### config.mk
export PLATFORM = sky130hd
export DESIGN_NAME = irq_level_unit
export DESIGN_NICKNAME = d
export VERILOG_FILES = /design/src/rtl/irq_pkg.sv /design/src/rtl/irq_sync.sv /design/src/rtl/irq_datapath.sv /design/src/rtl/irq_ctrl.sv /design/src/rtl/irq_level_unit.sv
export SDC_FILE = /design/constraint.sdc
export NUM_CORES = 1
export LEC_CHECK = 0
export BUFFER_PORTS_ARGS = -buffer_cell sky130_fd_sc_hd__buf_2
export CAP_MARGIN = 40
export CORE_UTILIZATION = 25
export DETAILED_ROUTE_END_ITERATION = 10
export HOLD_SLACK_MARGIN = 0.1
export PLACE_DENSITY_LB_ADDON = 0.12
export SLEW_MARGIN = 30
export SYNTH_ARGS = -nofsm -noshare
export SYNTH_HDL_FRONTEND = slang
export SYNTH_SLANG_ARGS = --single-unit
### constraint.sdc
create_clock -name clk -period 2.1 [get_ports clk]
set_input_delay 0.105 -clock clk [delete_from_list [all_inputs] [get_ports clk]]
set_output_delay 0.105 -clock clk [all_outputs]
set_load 0.1 [all_outputs]
### src/rtl/irq_pkg.sv
package irq_pkg;

  // Strobes issued by the control section to the datapath each cycle.
  typedef struct packed {
    logic takeAck;     // accepted acknowledge: load mask from presented level
    logic writeSr;     // status write: load mask, clear and re-arm level-top latch
    logic consumeNmi;  // accepted acknowledge at the top (unmaskable) level
  } ctrlStrobes_t;

endpackage

### src/rtl/irq_sync.sv
module irq_sync #(
  parameter int WIDTH     = 7,
  parameter int STAGES    = 2,
  parameter logic RST_VAL = 1'b1
) (
  input  logic             clk,
  input  logic             rstN,
  input  logic [WIDTH-1:0] asyncIn,
  output logic [WIDTH-1:0] syncOut
);

  logic [WIDTH-1:0] stageQ [STAGES];

  generate
    for (genvar s = 0; s < STAGES; s++) begin : gStage
      if (s == 0) begin : gFirst
        always_ff @(posedge clk or negedge rstN) begin
          if (!rstN) stageQ[s] <= {WIDTH{RST_VAL}};
          else       stageQ[s] <= asyncIn;
        end
      end else begin : gRest
        always_ff @(posedge clk or negedge rstN) begin
          if (!rstN) stageQ[s] <= {WIDTH{RST_VAL}};
          else       stageQ[s] <= stageQ[s-1];
        end
      end
    end
  endgenerate

  assign syncOut = stageQ[STAGES-1];

endmodule

### src/rtl/irq_datapath.sv
module irq_datapath
  import irq_pkg::*;
#(
  parameter int NUM_LEVELS  = 7,
  parameter int SYNC_STAGES = 2,
  localparam int LVL_W      = $clog2(NUM_LEVELS + 1)
) (
  input  logic                  clk,
  input  logic                  rstN,
  input  logic [NUM_LEVELS-1:0] reqLinesN,
  input  ctrlStrobes_t          strobes,
  input  logic [LVL_W-1:0]      srWrMask,
  input  logic [LVL_W-1:0]      ackLevel,
  output logic [NUM_LEVELS-1:0] pendVec,
  output logic [LVL_W-1:0]      maskQ
);

  localparam int TOP = NUM_LEVELS - 1;

  logic [NUM_LEVELS-1:0] syncN;
  logic                  topPrevQ;   // last seen value of the top line (1 = high)
  logic                  nmiPendQ;   // top-level recognition latch
  logic                  topFall;
  logic                  topRise;

  irq_sync #(
    .WIDTH  (NUM_LEVELS),
    .STAGES (SYNC_STAGES),
    .RST_VAL(1'b1)
  ) uSync (
    .clk    (clk),
    .rstN   (rstN),
    .asyncIn(reqLinesN),
    .syncOut(syncN)
  );

  // Mask register: status write has priority over acknowledge.
  always_ff @(posedge clk or negedge rstN) begin
    if (!rstN)                 maskQ <= LVL_W'(NUM_LEVELS);
    else if (strobes.writeSr)  maskQ <= srWrMask;
    else if (strobes.takeAck)  maskQ <= ackLevel;
  end

  assign topFall = topPrevQ && !syncN[TOP];
  assign topRise = !topPrevQ && syncN[TOP];

  // Edge reference: a status write re-arms it as if the line were high,
  // so a line still low is seen as a fresh falling edge next cycle.
  always_ff @(posedge clk or negedge rstN) begin
    if (!rstN)                topPrevQ <= 1'b1;
    else if (strobes.writeSr) topPrevQ <= 1'b1;
    else                      topPrevQ <= syncN[TOP];
  end

  always_ff @(posedge clk or negedge rstN) begin
    if (!rstN)                   nmiPendQ <= 1'b0;
    else if (strobes.writeSr)    nmiPendQ <= 1'b0;
    else if (topFall)            nmiPendQ <= 1'b1;
    else if (topRise)            nmiPendQ <= 1'b0;
    else if (strobes.consumeNmi) nmiPendQ <= 1'b0;
  end

  // Lower levels are plain level-sensitive; top level comes from the latch.
  always_comb begin
    pendVec      = ~syncN;
    pendVec[TOP] = nmiPendQ;
  end

  assert_mask_reset_R1: assert property (@(posedge clk)
    $rose(rstN) |-> maskQ == LVL_W'(NUM_LEVELS));

  assert_mask_ack_R5: assert property (@(posedge clk) disable iff (!rstN)
    strobes.takeAck && !strobes.writeSr |=> maskQ == $past(ackLevel));

  // a write always lands, even alongside an acknowledge.
  assert_mask_write_R6: assert property (@(posedge clk) disable iff (!rstN)
    strobes.writeSr |=> maskQ == $past(srWrMask));

  assert_mask_hold_R12: assert property (@(posedge clk) disable iff (!rstN)
    !strobes.takeAck && !strobes.writeSr |=> $stable(maskQ));

  assert_nmi_edge_R7: assert property (@(posedge clk) disable iff (!rstN)
    topFall && !strobes.writeSr |=> nmiPendQ);

  assert_nmi_rise_R9: assert property (@(posedge clk) disable iff (!rstN)
    topRise |=> !nmiPendQ);

  assert_nmi_write_clear_R11: assert property (@(posedge clk) disable iff (!rstN)
    strobes.writeSr |=> !nmiPendQ);

  assert_nmi_consume_R8: assert property (@(posedge clk) disable iff (!rstN)
    strobes.consumeNmi && !topFall |=> !nmiPendQ);

endmodule

### src/rtl/irq_ctrl.sv
module irq_ctrl
  import irq_pkg::*;
#(
  parameter int NUM_LEVELS = 7,
  localparam int LVL_W     = $clog2(NUM_LEVELS + 1)
) (
  input  logic                  clk,
  input  logic                  rstN,
  input  logic [NUM_LEVELS-1:0] pendVec,
  input  logic [LVL_W-1:0]      maskQ,
  input  logic                  ackStb,
  input  logic                  srWrStb,
  output logic                  intReq,
  output logic [LVL_W-1:0]      intLevel,
  output ctrlStrobes_t          strobes
);

  localparam int TOP = NUM_LEVELS - 1;

  logic [NUM_LEVELS-1:0] eligible;

  // Top level ignores the mask; the others need mask < level number.
  always_comb begin
    for (int i = 0; i < NUM_LEVELS; i++) begin
      if (i == TOP) eligible[i] = pendVec[i];
      else          eligible[i] = pendVec[i] && (maskQ < LVL_W'(i + 1));
    end
  end

  // Ascending scan: the last hit is the highest eligible level.
  always_comb begin
    intLevel = '0;
    for (int i = 0; i < NUM_LEVELS; i++) begin
      if (eligible[i]) intLevel = LVL_W'(i + 1);
    end
  end

  assign intReq = |eligible;

  always_comb begin
    strobes.takeAck    = ackStb && intReq;
    strobes.writeSr    = srWrStb;
    strobes.consumeNmi = ackStb && intReq && (intLevel == LVL_W'(NUM_LEVELS));
  end

  assert_level_nonzero_R4: assert property (@(posedge clk) disable iff (!rstN)
    intReq |-> intLevel != '0);

  assert_idle_code_R4: assert property (@(posedge clk) disable iff (!rstN)
    !intReq |-> intLevel == '0);

  assert_above_mask_R3: assert property (@(posedge clk) disable iff (!rstN)
    intReq && intLevel != LVL_W'(NUM_LEVELS) |-> intLevel > maskQ);

  assert_pending_source_R4: assert property (@(posedge clk) disable iff (!rstN)
    intReq |-> pendVec[intLevel - 1'b1]);

endmodule

### src/rtl/irq_level_unit.sv
module irq_level_unit
  import irq_pkg::*;
#(
  parameter int NUM_LEVELS  = 7,
  parameter int SYNC_STAGES = 2,
  localparam int LVL_W      = $clog2(NUM_LEVELS + 1)
) (
  input  logic                  clk,
  input  logic                  rstN,
  input  logic [NUM_LEVELS-1:0] reqLinesN,
  input  logic                  ackStb,
  input  logic                  srWrStb,
  input  logic [LVL_W-1:0]      srWrMask,
  output logic                  intReq,
  output logic [LVL_W-1:0]      intLevel,
  output logic [LVL_W-1:0]      maskOut
);

  ctrlStrobes_t          strobes;
  logic [NUM_LEVELS-1:0] pendVec;
  logic [LVL_W-1:0]      maskQ;

  irq_datapath #(
    .NUM_LEVELS (NUM_LEVELS),
    .SYNC_STAGES(SYNC_STAGES)
  ) uDatapath (
    .clk      (clk),
    .rstN     (rstN),
    .reqLinesN(reqLinesN),
    .strobes  (strobes),
    .srWrMask (srWrMask),
    .ackLevel (intLevel),
    .pendVec  (pendVec),
    .maskQ    (maskQ)
  );

  irq_ctrl #(
    .NUM_LEVELS(NUM_LEVELS)
  ) uCtrl (
    .clk     (clk),
    .rstN    (rstN),
    .pendVec (pendVec),
    .maskQ   (maskQ),
    .ackStb  (ackStb),
    .srWrStb (srWrStb),
    .intReq  (intReq),
    .intLevel(intLevel),
    .strobes (strobes)
  );

  assign maskOut = maskQ;

endmodule

# == Yosys cells after proc, flatten, opt, wreduce, memory -nomap -nowiden ==
# Index checks and enable logic that the tools add are counted.
# W data, S select, Z words.
# word_totals
reg_bits,19
inputBits,14
# op_classes
magnitude_cmp,6
muxes,14
reduce_logical,15
n_bitwise,1
n_eq_ne,1
# op_table
operator,n
$mux W3,6
$logic_and A1 B1 Y1,10
$lt A3 B3 Y1 const B,3
$reduce_or A7 Y1,1
$lt A3 B2 Y1 const B,2
$mux W1,6
$not A6 Y6,1
$mux W2,2
$reduce_bool A4 Y1,1
$eq A3 B3 Y1 const B,1
$lt A3 B1 Y1 const B,1
$logic_not A1 Y1,2
$reduce_bool A2 Y1,1

# == Longest topological paths before layout ==
# logic_depth
word_depth,15
depth_mapped,5
ltp_nobuf,5

# == Cells and area by module ==
# Synthesis repeated with hierarchy kept, for this count alone.
# unflattened
hier_cells,73
area_unflattened_um2,859.6
# by_module_without_submodules
mod,cells_each,seq_area_each_um2,area_per_inst_um2,n_inst
irq_sync,21,367.9,420.4,1
irq_datapath,27,130.1,261.5,1
irq_ctrl,25,0.0,177.7,1

# == Least setup slack after synthesis ==
# Ideal clock, no wire load.
# synth_path
path_type,register -> output
from,reg uDatapath.maskQ[2]
to,out intReq
stages_incl_launch_ff,4
path_slack_ns,-0.409
path_buffers,0
arrival_ns,2.404
path_cell_list,dfstp_2 > o21ai_0 > a211o_1 > or2_2
# synth_between
elab_chain_len,3
word_cells_on_any_way,13
classes_between,6 x order compare; 7 x reduce/logical
# synth_rtl
item,line_no,rtl
start: declaration,irq_datapath.sv:15,output logic [LVL_W-1:0] maskQ
start signal: assignment,irq_datapath.sv:39,if (!rstN) maskQ <= LVL_W'(NUM_LEVELS);
start signal: assignment,irq_datapath.sv:40,else if (strobes.writeSr) maskQ <= srWrMask;
start signal: assignment,irq_datapath.sv:41,else if (strobes.takeAck) maskQ <= ackLevel;
$lt A3 B1 Y1 (tied with other cells),irq_ctrl.sv:26,else eligible[i] = pendVec[i] && (maskQ < LVL_W'(i + 1));
$logic_and A1 B1 Y1,irq_ctrl.sv:26,
$reduce_or A7 Y1 (*),irq_ctrl.sv:38,assign intReq = |eligible;
end: declaration,irq_level_unit.sv:14,"output logic intReq,"
# Every way passes the cells marked *; elsewhere a longest branch is shown, timed or not.

# == Worst setup path in the final report ==
# layout_path
from,reg uDatapath.maskQ[1]
to,out intLevel[0]
# layout_between
elab_chain_len,9
word_cells_on_any_way,19
classes_between,6 x order compare; 7 x mux; 6 x reduce/logical
# layout_rtl
item,line_no,rtl
$lt A3 B1 Y1,irq_ctrl.sv:26,
$logic_and A1 B1 Y1,irq_ctrl.sv:26,
$mux W1,irq_ctrl.sv:34,if (eligible[i]) intLevel = LVL_W'(i + 1);
$mux W2 (2 in a row),irq_ctrl.sv:34,
$mux W3 (2 in a row),irq_ctrl.sv:34,
$mux W3 (*) (2 in a row),irq_ctrl.sv:34,
end: declaration,irq_level_unit.sv:15,"output logic [LVL_W-1:0] intLevel,"
# Marks and branches as above.

==> impl_metrics.json <==
{
  "first_pass_iters": 3,
  "die_h_um": 55.5,
  "place_ws_ps": 356,
  "io_pins": 21,
  "worstPathMaxFanout": 8,
  "fp.coreArea_sq_um": 2730,
  "yosysSeqAreaShare": 0.696,
  "wl_per_cell_um": 11.2,
  "slew_viol_final": 0,
  "final_util": 0.389,
  "grt_pass1_vias": 550,
  "synth.area.top_cells": "dfstp_2 (66%), dfrtp_1 (3.5%), a311o_1 (2.8%), o21ai_1 (2.8%), a21oi_1 (2.1%)",
  "powerDensity_nw_per_um2": 806,
  "port_buffers": 20,
  "cp_cell_sequence": "o21ai_1 -> and3b_2 -> a311o_2 -> buf_2",
  "synth_flop_cell": "dfstp_2",
  "fin_total_pwr_uw": 858,
  "cts.clk_slew.worst_paths_ps": 100,
  "synth_fp_nets": 68,
  "p_leak_nw": 0.460,
  "dp.cells": 105,
  "crit_start": "uDatapath.maskQ[1]",
  "dpl_cell_area_sq_um": 872,
  "synth-edff-count": 0,
  "die_x_um": 55.5,
  "crit_buf_inv": 1,
  "grt_first_pass_wirelength_um": 2460,
  "hp-class": "input port to flop",
  "insertion_delay_ps": 280,
  "clock_sinks": 19,
  "final_net_count": 109,
  "worst_slack_ps": 106,
  "crit_family": "flip-flops",
  "drc": 0,
  "synthDistinctLibCells": 22,
  "drt_iter0_markers": 1,
  "cts_tree": "yes",
  "fill_cells": 264,
  "cp.arrival_ps": 1890,
  "syn_to_final_growth_pct": 48.8,
  "numCtsBuffers": 3,
  "period_minus_slack_ps": 1990,
  "worstSetupPathType": "flop to output pin",
  "yosysWarnings": 0,
  "tns_ps": 0,
  "slew_headroom": 0.675,
  "slowest_delay_ps": 670,
  "num_rows": 19,
  "combPwrFrac": 0.292,
  "grt_usage": 0.103,
  "yosysMostFrequentCell": "dfstp_2",
  "switching_share": 0.347,
  "grt_max_degree": 20,
  "r2r_start": "uDatapath.maskQ[2]",
  "grt_overflow": 0,
  "async_reset_ff_frac": 1.00,
  "design_area_sq_um": 1060,
  "antenna_left": 0,
  "synth_area_sq_um": 716,
  "outcome": "finished clean",
  "synthTopCellsByCount": "dfstp_2 (18), nand2_1 (4), o21ai_1 (4)",
  "routabilityCongestion": 0.693,
  "wirelength_um": 1400,
  "end_kind": "output pin",
  "pwr-share-clk": 0.205,
  "antenna_found_initial": 0,
  "synth_top_area_frac": 0.661,
  "n_antenna_cell": 0,
  "hold_violations": 0,
  "p_switching_uw": 298,
  "synth_seq_cells": 19,
  "fmax_ghz": 0.501,
  "start_util": 0.262,
  "vias": 527,
  "period_share": 0.950,
  "crit_required_ps": 2000,
  "hp-start": "ackStb",
  "instances_no_fill": 125,
  "post_cts_buffers": 0,
  "p_seq_frac": 0.503,
  "htree_levels": 1,
  "syn_inst": 54,
  "synth.avg_cell_area_sq_um": 13.3,
  "clk_path_buf_depth": 2,
  "cp-start-kind": "flop",
  "slowest_stage": "dfstp_4",
  "clock_skew_ps": 3.35,
  "drive_gt1_frac": 0.521,
  "maxCapViolCount": 0,
  "tightest_slew_ps": 490,
  "setup_violations": 0,
  "vias_per_cell": 4.22,
  "synth_area_leader_cell": "dfstp_2",
  "hold_ws_ps": 244,
  "cts_root_buffer": "clkbuf_4",
  "ir_worst_vdd_mv": 0.463,
  "p_int_uw": 560,
  "rsz0062_at_grt": "no",
  "die-area_sq_um": 3080
}
==> layout by cell type, fill, tap and decap left out, drive strengths merged <==
cell type    instances
clkbuf               4
dfstp               18
o21ai                8
nand2b               1
nand2                4
dlygate4sd3         16
a21oi                3
o21a                 1
a311o                2
and3b                2
o22ai                1
buf                 20
maj3                 1
a211o                1
dfrtp                1
o31ai                1
inv                  2
a21o                 1
mux2i                1
a22o                 1
or2                  2
nor2                 3
==> cells by family (layout without fill, tap and decap cells) <==
logic type / Yosys count / after routing / share of synthesized area
buf+inv: 2 / 42 / 0.0105
mux: 1 / 1 / 0.0140
compound gates: 19 / 19 / 0.177
simple gates: 12 / 12 / 0.0892
flops: 19 / 19 / 0.696
fa+ha+maj: 1 / 1 / 0.0140
==> per-layer routing <==
| layer | share of wire | wire length, um | global-route usage |
|---|---|---|---|
| met5 | 0 | 0 | 0 |
| met4 | 0.011 | 15 | 0.0536 |
| met3 | 0.039 | 55 | 0.0234 |
| met2 | 0.43 | 606 | 0.157 |
| met1 | 0.52 | 723 | 0.137 |
==> sequential cells by signal (all words and copies together) (netlist names) <==
register / flops
uDatapath.nmiPendQ: 1
uDatapath.uSync.syncOut: 7
uDatapath.maskQ: 3
uDatapath.topPrevQ: 1
uDatapath.uSync.stageQ: 7
==> area by class of cell <==
type,count,area [sq um],area share
flip-flops and latches,19,509,0.478
well taps,31,38.8,0.0364
inverters,2,7.51,0.00705
multi-input cells,33,216,0.203
repair buffers,36,267,0.250
clock buffers,4,26.3,0.0247
==> worst paths after layout <==
| check | slack [ps] | endpoint | cells after the start |
|---|---|---|---|
| max | 110 | intLevel[0] | 4 |
| min | 240 | uDatapath.maskQ[1] | 4 |
| max reg2reg | 120 | uDatapath.maskQ[2] | 5 |
| min reg2reg | 360 | uDatapath.uSync.syncOut[1] | 0 |
| max in group asynchronous | 1500 | uDatapath.uSync.stageQ[8] | 2 |
| min in group asynchronous | 280 | uDatapath.nmiPendQ | 2 |
==> power by group through the flow <==
| stage | Combinational [mW] | Sequential (mW) | Clock, mW |
|---|---|---|---|
| after floorplan | 0.129 | 0.484 | 0 |
| after global placement | 0.223 | 0.438 | 0 |
| after detailed placement | 0.224 | 0.438 | 0 |
| after CTS | 0.248 | 0.432 | 0.190 |
| after global routing | 0.263 | 0.436 | 0.206 |
| final | 0.250 | 0.432 | 0.176 |
==> what timing repair did <==
item	in CTS	in global routing
hold endpoints to repair	30	0
setup endpoints to repair	0	1
hold buffers	16	0
resized for setup	0	3
==> worst reg2reg max path, delay by kind of cell, from the launching register on <==
kind | cells | cell delay (ps)
AOI/OAI and AO/OA | 4 | 700
DFF | 1 | 670
buffers and inverters | 1 | 550
Note: power is estimated with default switching activity, not from simulation.
